## src/rtl/i2c_reg_master.sv

```systemverilog
module i2c_reg_master #(
  parameter int PW   = 8,
  parameter int QMUL = 5,
  parameter int AW   = 4
) (
  input  logic          clk,
  input  logic          rst_n,
  input  logic          reg_we,
  input  logic [AW-1:0] reg_addr,
  input  logic [7:0]    reg_wdata,
  output logic [7:0]    reg_rdata,
  output logic          irq,
  input  logic          scl_i,
  output logic          scl_oe,
  input  logic          sda_i,
  output logic          sda_oe
);
  localparam int QW = PW + $clog2(QMUL) + 1;
  localparam logic [AW-1:0] A_SLV  = AW'(0);
  localparam logic [AW-1:0] A_CMD  = AW'(1);
  localparam logic [AW-1:0] A_DATA = AW'(2);
  localparam logic [AW-1:0] A_PER  = AW'(3);
  localparam logic [AW-1:0] A_MASK = AW'(4);
  localparam logic [AW-1:0] A_RAW  = AW'(5);
  localparam logic [AW-1:0] A_MIS  = AW'(6);
  localparam logic [AW-1:0] A_ICLR = AW'(7);
  localparam logic [AW-1:0] A_CFG  = AW'(8);

  typedef enum logic [3:0] {
    S_IDLE, S_FREE, S_SDA, S_SCL, S_BIT, S_OWN, S_P0, S_P1, S_P2, S_P3
  } st_t;

  st_t st;
  logic [7:0] slv, data, cfg, shreg;
  logic [PW-1:0] period;
  logic mask, raw;
  logic busy, err, adrack, datack, arblst, busbsy;
  logic cmd_run, cmd_stop, dir_rd, is_addr, nack_pend, ackbit;
  logic [1:0] qph;
  logic [3:0] bidx;
  logic [QW-1:0] qcnt, qload;
  logic stretch, tick_ok, qdone, cmd_go;
  logic [7:0] status;

  assign qload   = QW'(QMUL) * (QW'(period) + QW'(1)) - QW'(1);
  assign stretch = (st == S_BIT && qph == 2'd2) || st == S_P2;
  assign tick_ok = !(stretch && !scl_i);
  assign qdone   = (qcnt == '0) && tick_ok;
  assign cmd_go  = reg_we && reg_addr == A_CMD && cfg[4] && !busy;
  assign status  = {1'b0, busbsy, !busy, arblst, datack, adrack, err, busy};
  assign irq     = raw & mask;

  always_comb begin
    case (reg_addr)
      A_SLV:   reg_rdata = slv;
      A_CMD:   reg_rdata = status;
      A_DATA:  reg_rdata = data;
      A_PER:   reg_rdata = 8'(period);
      A_MASK:  reg_rdata = {7'b0, mask};
      A_RAW:   reg_rdata = {7'b0, raw};
      A_MIS:   reg_rdata = {7'b0, raw & mask};
      A_CFG:   reg_rdata = cfg;
      default: reg_rdata = 8'h00;
    endcase
  end

  always_ff @(posedge clk or negedge rst_n) begin
    if (!rst_n) begin
      st <= S_IDLE; slv <= '0; data <= '0; cfg <= '0; shreg <= '0;
      period <= PW'(1); mask <= 1'b0; raw <= 1'b0;
      busy <= 1'b0; err <= 1'b0; adrack <= 1'b0; datack <= 1'b0;
      arblst <= 1'b0; busbsy <= 1'b0;
      cmd_run <= 1'b0; cmd_stop <= 1'b0; dir_rd <= 1'b0; is_addr <= 1'b0;
      nack_pend <= 1'b0; ackbit <= 1'b0;
      qph <= '0; bidx <= '0; qcnt <= '0;
      scl_oe <= 1'b0; sda_oe <= 1'b0;
    end else begin
      if (reg_we) begin
        case (reg_addr)
          A_SLV:  slv <= reg_wdata;
          A_DATA: data <= reg_wdata;
          A_PER:  period <= PW'(reg_wdata);
          A_MASK: mask <= reg_wdata[0];
          A_ICLR: if (reg_wdata[0]) raw <= 1'b0;
          A_CFG:  cfg <= reg_wdata & 8'h31;
          default: ;
        endcase
      end
      if (qcnt != '0 && tick_ok) qcnt <= qcnt - QW'(1);

      case (st)
        S_IDLE: if (cmd_go) begin
          busy <= 1'b1;
          cmd_run <= reg_wdata[0];
          cmd_stop <= reg_wdata[2];
          dir_rd <= slv[0];
          adrack <= 1'b0; datack <= 1'b0; nack_pend <= 1'b0;
          if (reg_wdata[1] && !busbsy) begin
            st <= S_FREE; qcnt <= qload;
          end else st <= S_OWN;
        end
        S_FREE: if (qdone) begin
          if (scl_i && sda_i) begin
            busbsy <= 1'b1; arblst <= 1'b0; sda_oe <= 1'b1;
            st <= S_SDA; qcnt <= qload;
          end else begin
            arblst <= 1'b1; st <= S_OWN;
          end
        end
        S_SDA: if (qdone) begin
          scl_oe <= 1'b1; st <= S_SCL; qcnt <= qload;
        end
        S_SCL: if (qdone) begin
          st <= S_BIT; qph <= 2'd0; bidx <= '0; shreg <= slv; is_addr <= 1'b1;
          qcnt <= qload;
        end
        S_BIT: if (qdone) begin
          qcnt <= qload;
          case (qph)
            2'd0: begin
              qph <= 2'd1;
              if (bidx < 4'd8) sda_oe <= (is_addr || !dir_rd) ? !shreg[7] : 1'b0;
              else             sda_oe <= (is_addr || !dir_rd) ? 1'b0 : !cmd_stop;
            end
            2'd1: begin
              scl_oe <= 1'b0; qph <= 2'd2;
            end
            2'd2: begin
              if (bidx < 4'd8) shreg <= {shreg[6:0], sda_i};
              else             ackbit <= sda_i;
              qph <= 2'd3;
            end
            default: begin
              scl_oe <= 1'b1; qph <= 2'd0;
              if (bidx != 4'd8) bidx <= bidx + 4'd1;
              else if (is_addr) begin
                nack_pend <= ackbit; st <= S_OWN;
              end else begin
                raw <= 1'b1;
                if (dir_rd) data <= shreg;
                else if (ackbit) begin datack <= 1'b1; err <= 1'b1; end
                if (cmd_stop) st <= S_P0;
                else begin busy <= 1'b0; st <= S_IDLE; end
              end
            end
          endcase
        end
        S_OWN: begin
          if (!busbsy) begin
            err <= 1'b1; busy <= 1'b0; st <= S_IDLE;
          end else if (nack_pend) begin
            err <= 1'b1; adrack <= 1'b1;
            if (cmd_stop) begin st <= S_P0; qcnt <= qload; end
            else begin busy <= 1'b0; st <= S_IDLE; end
          end else begin
            err <= 1'b0;
            if (cmd_run) begin
              st <= S_BIT; qph <= 2'd0; bidx <= '0; shreg <= data; is_addr <= 1'b0;
              qcnt <= qload;
            end else if (cmd_stop) begin
              st <= S_P0; qcnt <= qload;
            end else begin
              busy <= 1'b0; st <= S_IDLE;
            end
          end
        end
        S_P0: if (qdone) begin sda_oe <= 1'b1; st <= S_P1; qcnt <= qload; end
        S_P1: if (qdone) begin scl_oe <= 1'b0; st <= S_P2; qcnt <= qload; end
        S_P2: if (qdone) begin sda_oe <= 1'b0; st <= S_P3; qcnt <= qload; end
        S_P3: if (qdone) begin busbsy <= 1'b0; busy <= 1'b0; st <= S_IDLE; end
        default: st <= S_IDLE;
      endcase
    end
  end

  p_start_needs_free_r12: assert property (@(posedge clk) disable iff (!rst_n)
    $rose(busbsy) |-> $past(scl_i && sda_i));

  p_disabled_cmd_ignored_r2: assert property (@(posedge clk) disable iff (!rst_n)
    (reg_we && reg_addr == A_CMD && !cfg[4] && !busy) |=> !busy);

  p_sda_steady_scl_high_r6: assert property (@(posedge clk) disable iff (!rst_n)
    (st == S_BIT && $past(st) == S_BIT && !scl_oe && !$past(scl_oe)) |-> $stable(sda_oe));

  p_released_when_free_r1: assert property (@(posedge clk) disable iff (!rst_n)
    (!busy && !busbsy) |-> (!scl_oe && !sda_oe));

  p_raw_after_byte_r5: assert property (@(posedge clk) disable iff (!rst_n)
    $rose(raw) |-> $past(st == S_BIT));

endmodule

```

## config.mk

```make
export PLATFORM = sky130hd
export DESIGN_NAME = i2c_reg_master
export DESIGN_NICKNAME = d
export VERILOG_FILES = /design/src/rtl/i2c_reg_master.sv
export SDC_FILE = /design/constraint.sdc
export NUM_CORES = 1
export LEC_CHECK = 0
export BUFFER_PORTS_ARGS = -buffer_cell sky130_fd_sc_hd__buf_2
export CORE_ASPECT_RATIO = 1.2
export CORE_MARGIN = 5
export CORE_UTILIZATION = 38
export CTS_BUF_LIST = sky130_fd_sc_hd__clkbuf_4 sky130_fd_sc_hd__clkbuf_8
export DETAILED_ROUTE_END_ITERATION = 6
export PLACE_DENSITY = 0.64
export SYNTH_ARGS = -nofsm -noshare
export SYNTH_HDL_FRONTEND = slang
export SYNTH_SLANG_ARGS = --single-unit
```

## constraint.sdc

```tcl
create_clock -name clk -period 6.7 [get_ports clk]
set_clock_uncertainty 0.05 [all_clocks]
set_input_delay 1.34 -clock clk [delete_from_list [all_inputs] [get_ports clk]]
set_output_delay 1.34 -clock clk [all_outputs]
set_load 0.05 [all_outputs]
```

==> After elaboration in Yosys (flattened, before gate mapping) <==
Cells that the tools add are included.
{ "word_totals": {"regBits": 73, "in_bits": 17, "out_inout_bits": 11} }
{ "op_classes": {"add_sub_neg": 4, "mul": 1, "magnitude_cmp": 1, "eq_ne": 46, "n_mux": 117, "bitwise_logic": 2, "reduce_logical": 55} }
{ "ops": {"columns": ["operator", "n"], "rows": [
  ["$mux W12", 10],
  ["$mux W8", 15],
  ["$mux W4", 20],
  ["$pmux W8 S8", 1],
  ["$pmux W12 S4", 1],
  ["$mux W1", 46],
  ["$ne A2 B2 Y1 const B", 21],
  ["$pmux W4 S10", 1],
  ["$eq A4 B3 Y1 const B", 8],
  ["$reduce_and A8 Y1", 4],
  ["$pmux W8 S3", 1],
  ["$sub A12 B1 Y12 const B", 2],
  ["$eq A4 B2 Y1 const B", 4],
  ["$pmux W1 S2", 7],
  ["$reduce_and A7 Y1", 2],
  ["$eq A4 B4 Y1 const B", 3],
  ["$logic_not A12 Y1", 1],
  ["$mul A3 B9 Y12 const A", 1],
  ["$mux W3", 4],
  ["$pmux W2 S3", 2],
  ["$pmux W4 S3", 1],
  ["$reduce_and A2 Y1", 6],
  ["$reduce_and A4 Y1", 3],
  ["$reduce_and A6 Y1", 2],
  ["other kinds (27)", 60]
]} }

==> Depth between registers and ports, before layout <==
{ "depth": {"ltp_word": 12, "ltp_mapped": 13, "mapped_depth_nobuf": 13} }

==> Worst setup path before layout <==
OpenSTA, ideal clock, no wires.
{ "synth_path": {"path_kind": "input-to-output", "start": "input port reg_addr[1]", "end": "output port reg_rdata[1]", "arrival_time_ns": 3.350, "required_ns": 5.310, "setup_slack_ns": 1.960, "path_stages": 4, "path_cell_list": "clkbuf_1 buf_1 mux4_2 nor3b_1"} }
{ "synth_via": {"elab_chain_len": 2, "elab_cells_between_ends": 9, "classes_between": "eq/ne: 7; mux: 1; reduce/logical: 1"} }
{ "synth_lines": {"columns": ["element", "line_no", "text"], "rows": [
  ["start, declared", "9", "input logic [AW-1:0] reg_addr,"],
  ["$eq A4 B4 Y1, or another cell as far along", "54", "case (reg_addr)"],
  ["$pmux W8 S8 *", "54", null],
  ["end, declared", "11", "output logic [7:0] reg_rdata,"]
]} }
Mark *: on every way between the ends. The rest lies on a longest branch, timed or not.

==> Final worst setup path <==
{ "layout_path": {"start": "input port reg_addr[1]", "end": "output port reg_rdata[5]"} }
The elaborated chain is that of the path after synthesis.

==> flow_summary.yaml <==
synthesis:
  syn_avg_cell_area_sq_um: 9.362
  synth_common_cells: "72 x dfrtp_1, 45 x nor2_1, 37 x a21oi_1, 37 x nand2_1, 36 x mux2_2"
  syn-num-nets: 614
  synth.area.top_cells: "dfrtp_1 34%, mux2_2 7.6%, mux2i_1 6.0%"
  synth_top_area_cell: "dfrtp_1"
  netlist_area_sq_um: 5336
  yosysMostFrequentCell: "dfrtp_1"
  synth-async-reset-ratio_pct: 100.0
  ys.warnings.count: 0
  ys_seq_area_share_pct: 34.26
  ys.flop_type: "dfrtp_1"
  syn_inst: 570
  ys_seq_elements: 73
  synth_enable_flop_cells: 0
  synth_top_area_share_pct: 33.76
  ys_types: 71
drt:
  wire_per_inst_microns: 17.93
  drtIter0Drc: 232
  via_per_inst: 5.901
  wirelength_mm: 13.63
  drc: 0
  ant_nets: 0
  drtPass1Iterations: 5
  vias: 4485
global_route:
  grt_max_degree: 74
  gr-total-overflow: 0
  grt_usage_pct: 16.33
  grt_pass1_wl_mm: 22.32
  antenna_found_initial: 0
  grt_pass1_vias: 4464
power:
  irDropWorstVdd_mv: 0.1297
  swShare_pct: 42.07
  combinationalPowerShare_pct: 48.0
  internal-power_w: 0.001127
  power_switching_w: 0.0008184
  p_per_area_nw_per_um2: 335.0
  power_frac_seq_pct: 32.2
  p_leak_nw: 2.607
  power_frac_clock_pct: 19.7
floorplan:
  core-area_sq_um: 13820
  ioPinCount: 28
  die_y_microns: 139.8
  rows: 47
  start_util_pct: 38.61
  dieArea_sq_um: 16520
  die_w_microns: 118.2
sta:
  setup_tns_ns: 0
  max_freq_mhz: 245.1
  tightest_slew_ns: 0.9402
  setup_viol: 0
  finalMaxSlewViolations: 0
  fin_crit_sh_pct: 60.89
  hold_violations: 0
  maxSlewHeadroom_pct: 37.32
  rsz0062_at_grt: "false"
  fin_hold_ws_ns: 0.4641
  period_minus_slack_ns: 4.079
critical_path:
  cp.required_ns: 5.31
  endpoint_kind: "output port"
  timing.critical_path.from: "reg_addr[1]"
  r2r_start: "period[0]"
  crit_path_end: "reg_rdata[5]"
  crit_fanout: 19
  cp_data_arrival_time_ns: 2.69
  criticalPathCategory: "in -> out"
  start_kind: "input pin"
  ff2ff_setup_slack_ns: 3.22
  reg2regPathDepth: 12
  r2r-end: "qcnt[10]"
cells_and_area:
  diodes: 0
  area_growth_pct: 8.793
  finalNetCount: 628
  design_area_sq_um: 5806
  seq_area_sq_um: 1828
  fillers: 1280
  layout-drive-gt1-share_pct: 17.32
  multiInputGateArea_sq_um: 3282
clocking:
  cts_resized: 0
  postCtsSetupBuffers: 0
  clock_sinks: 73
  cts_buffer_depth: 2
  clock_latency_ns: 0.36
  clk_pin_slew_ns: 0.09
  numCtsBuffers: 9
  hold_buffers: 0
  root_buffer: "clkbuf_8"
  cts_tree: "done"
  h-tree-depth: 3
hold_path:
  holdCritStartpoint: "scl_oe"
  hp-class: "reg -> reg"
run:
  cap_violations: 0
placement:
  placed_area_sq_um: 5589
  gp_congestion: 0.8966
  port_buffers: 27
  dp_hpwl_mm: 10.03
run_status:
  status: "complete, no violations"
## metrics by stage
step	std cells	setup WS, ns	total power (W)	utilization [%]
2_1_floorplan	570	1.960	0.001360	-
3_3_place_gp	744	2.692	0.001539	40.44
3_5_place_dp	744	2.661	0.001568	40.44
4_1_cts	760	2.637	0.001962	42.01
5_1_grt	760	2.448	0.002097	42.01
6_report	760	2.621	0.001945	42.01
## power by group through the flow
| stage | clock [W] | sequential (W) | combinational, W |
|---|---|---|---|
| 2_1_floorplan | 0 | 0.000605 | 0.000756 |
| 3_3_place_gp | 0 | 0.000635 | 0.000904 |
| 3_5_place_dp | 0 | 0.000635 | 0.000933 |
| 4_1_cts | 0.000397 | 0.000627 | 0.000938 |
| 5_1_grt | 0.000412 | 0.000638 | 0.00105 |
| 6_report | 0.000384 | 0.000627 | 0.000934 |
## flip-flops by register name (all words and copies together) (netlist names), 2 cells and up
name	count
shreg	8
bidx	4
qcnt	12
period	8
data	8
slv	8
st	4
cfg	3
qph	2
## how the worst min path moves through the flow
stage                     cells after the start  slack (ns)  endpoint
after floorplan                               1        0.41       err
after global placement                        1        0.44    scl_oe
after detailed placement                      1        0.45    scl_oe
after CTS                                     1        0.47    scl_oe
after global routing                          1        0.50    scl_oe
final                                         1        0.46    scl_oe
## layout make-up
class,instances,area share [%]
clock buffer,9,2.134
multi-input combinational,442,56.53
tap,171,3.685
clock inverter,7,1.595
timing repair buffer,30,2.759
sequential,73,31.49
inverter,28,1.810
## metal layers
metal  global-route usage, %  up-vias  routed length, microns
met2                   28.15      141                    6816
li1                        -     2127                       -
met1                   19.98     2189                    5790
met5                       0        -                       0
met4                   7.246        0                     404
met3                   2.679       28                     614
## layout by cell type (no fill, tap or decap), types with 3 or more instances in the layout
cell type  count
buf_2         26
mux4_2         5
o211ai_1       5
clkbuf_8       9
inv_1         27
a21o_1         4
a21oi_1       37
nor4_1         7
nand2_1       37
mux2_2        36
o21ai_0       32
dfrtp_1       72
fa_1           4
a31oi_1       12
nand3b_1       4
nor3_1        17
inv_8          4
buf_4          4
nand4_1        7
nor2_1        45
a211oi_1       6
and3_1         7
o31ai_1        4
mux2i_1       32
o22ai_1        3
ha_1          23
nor2b_1        5
xnor2_1       14
nor4b_1        4
and2_1         3
nand2b_1       5
nand3_1       17
nor3b_1        6
or3_1          4
xor2_1        14
## cells by family (layout without fill, tap and decap cells)
group / Yosys count / after routing / synth area share, %
AO/OA/AOI/OAI: 130 / 130 / 16.04
XOR/XNOR: 28 / 28 / 4.596
adder cells (fa/ha/maj): 27 / 27 / 6.893
buffers and inverters: 55 / 74 / 4.244
flip-flops: 73 / 73 / 34.26
multiplexers: 73 / 73 / 15.71
AND/OR/NAND/NOR: 184 / 184 / 18.26
## critical path, stage by stage
cell	delay, ns
buf_2	0.22
nor2_1	0.31
a21oi_1	0.10
a211oi_1	0.27
a31oi_1	0.07
nor2_1	0.11
buf_2	0.27
No activity file was read; power rests on OpenSTA's default activity.
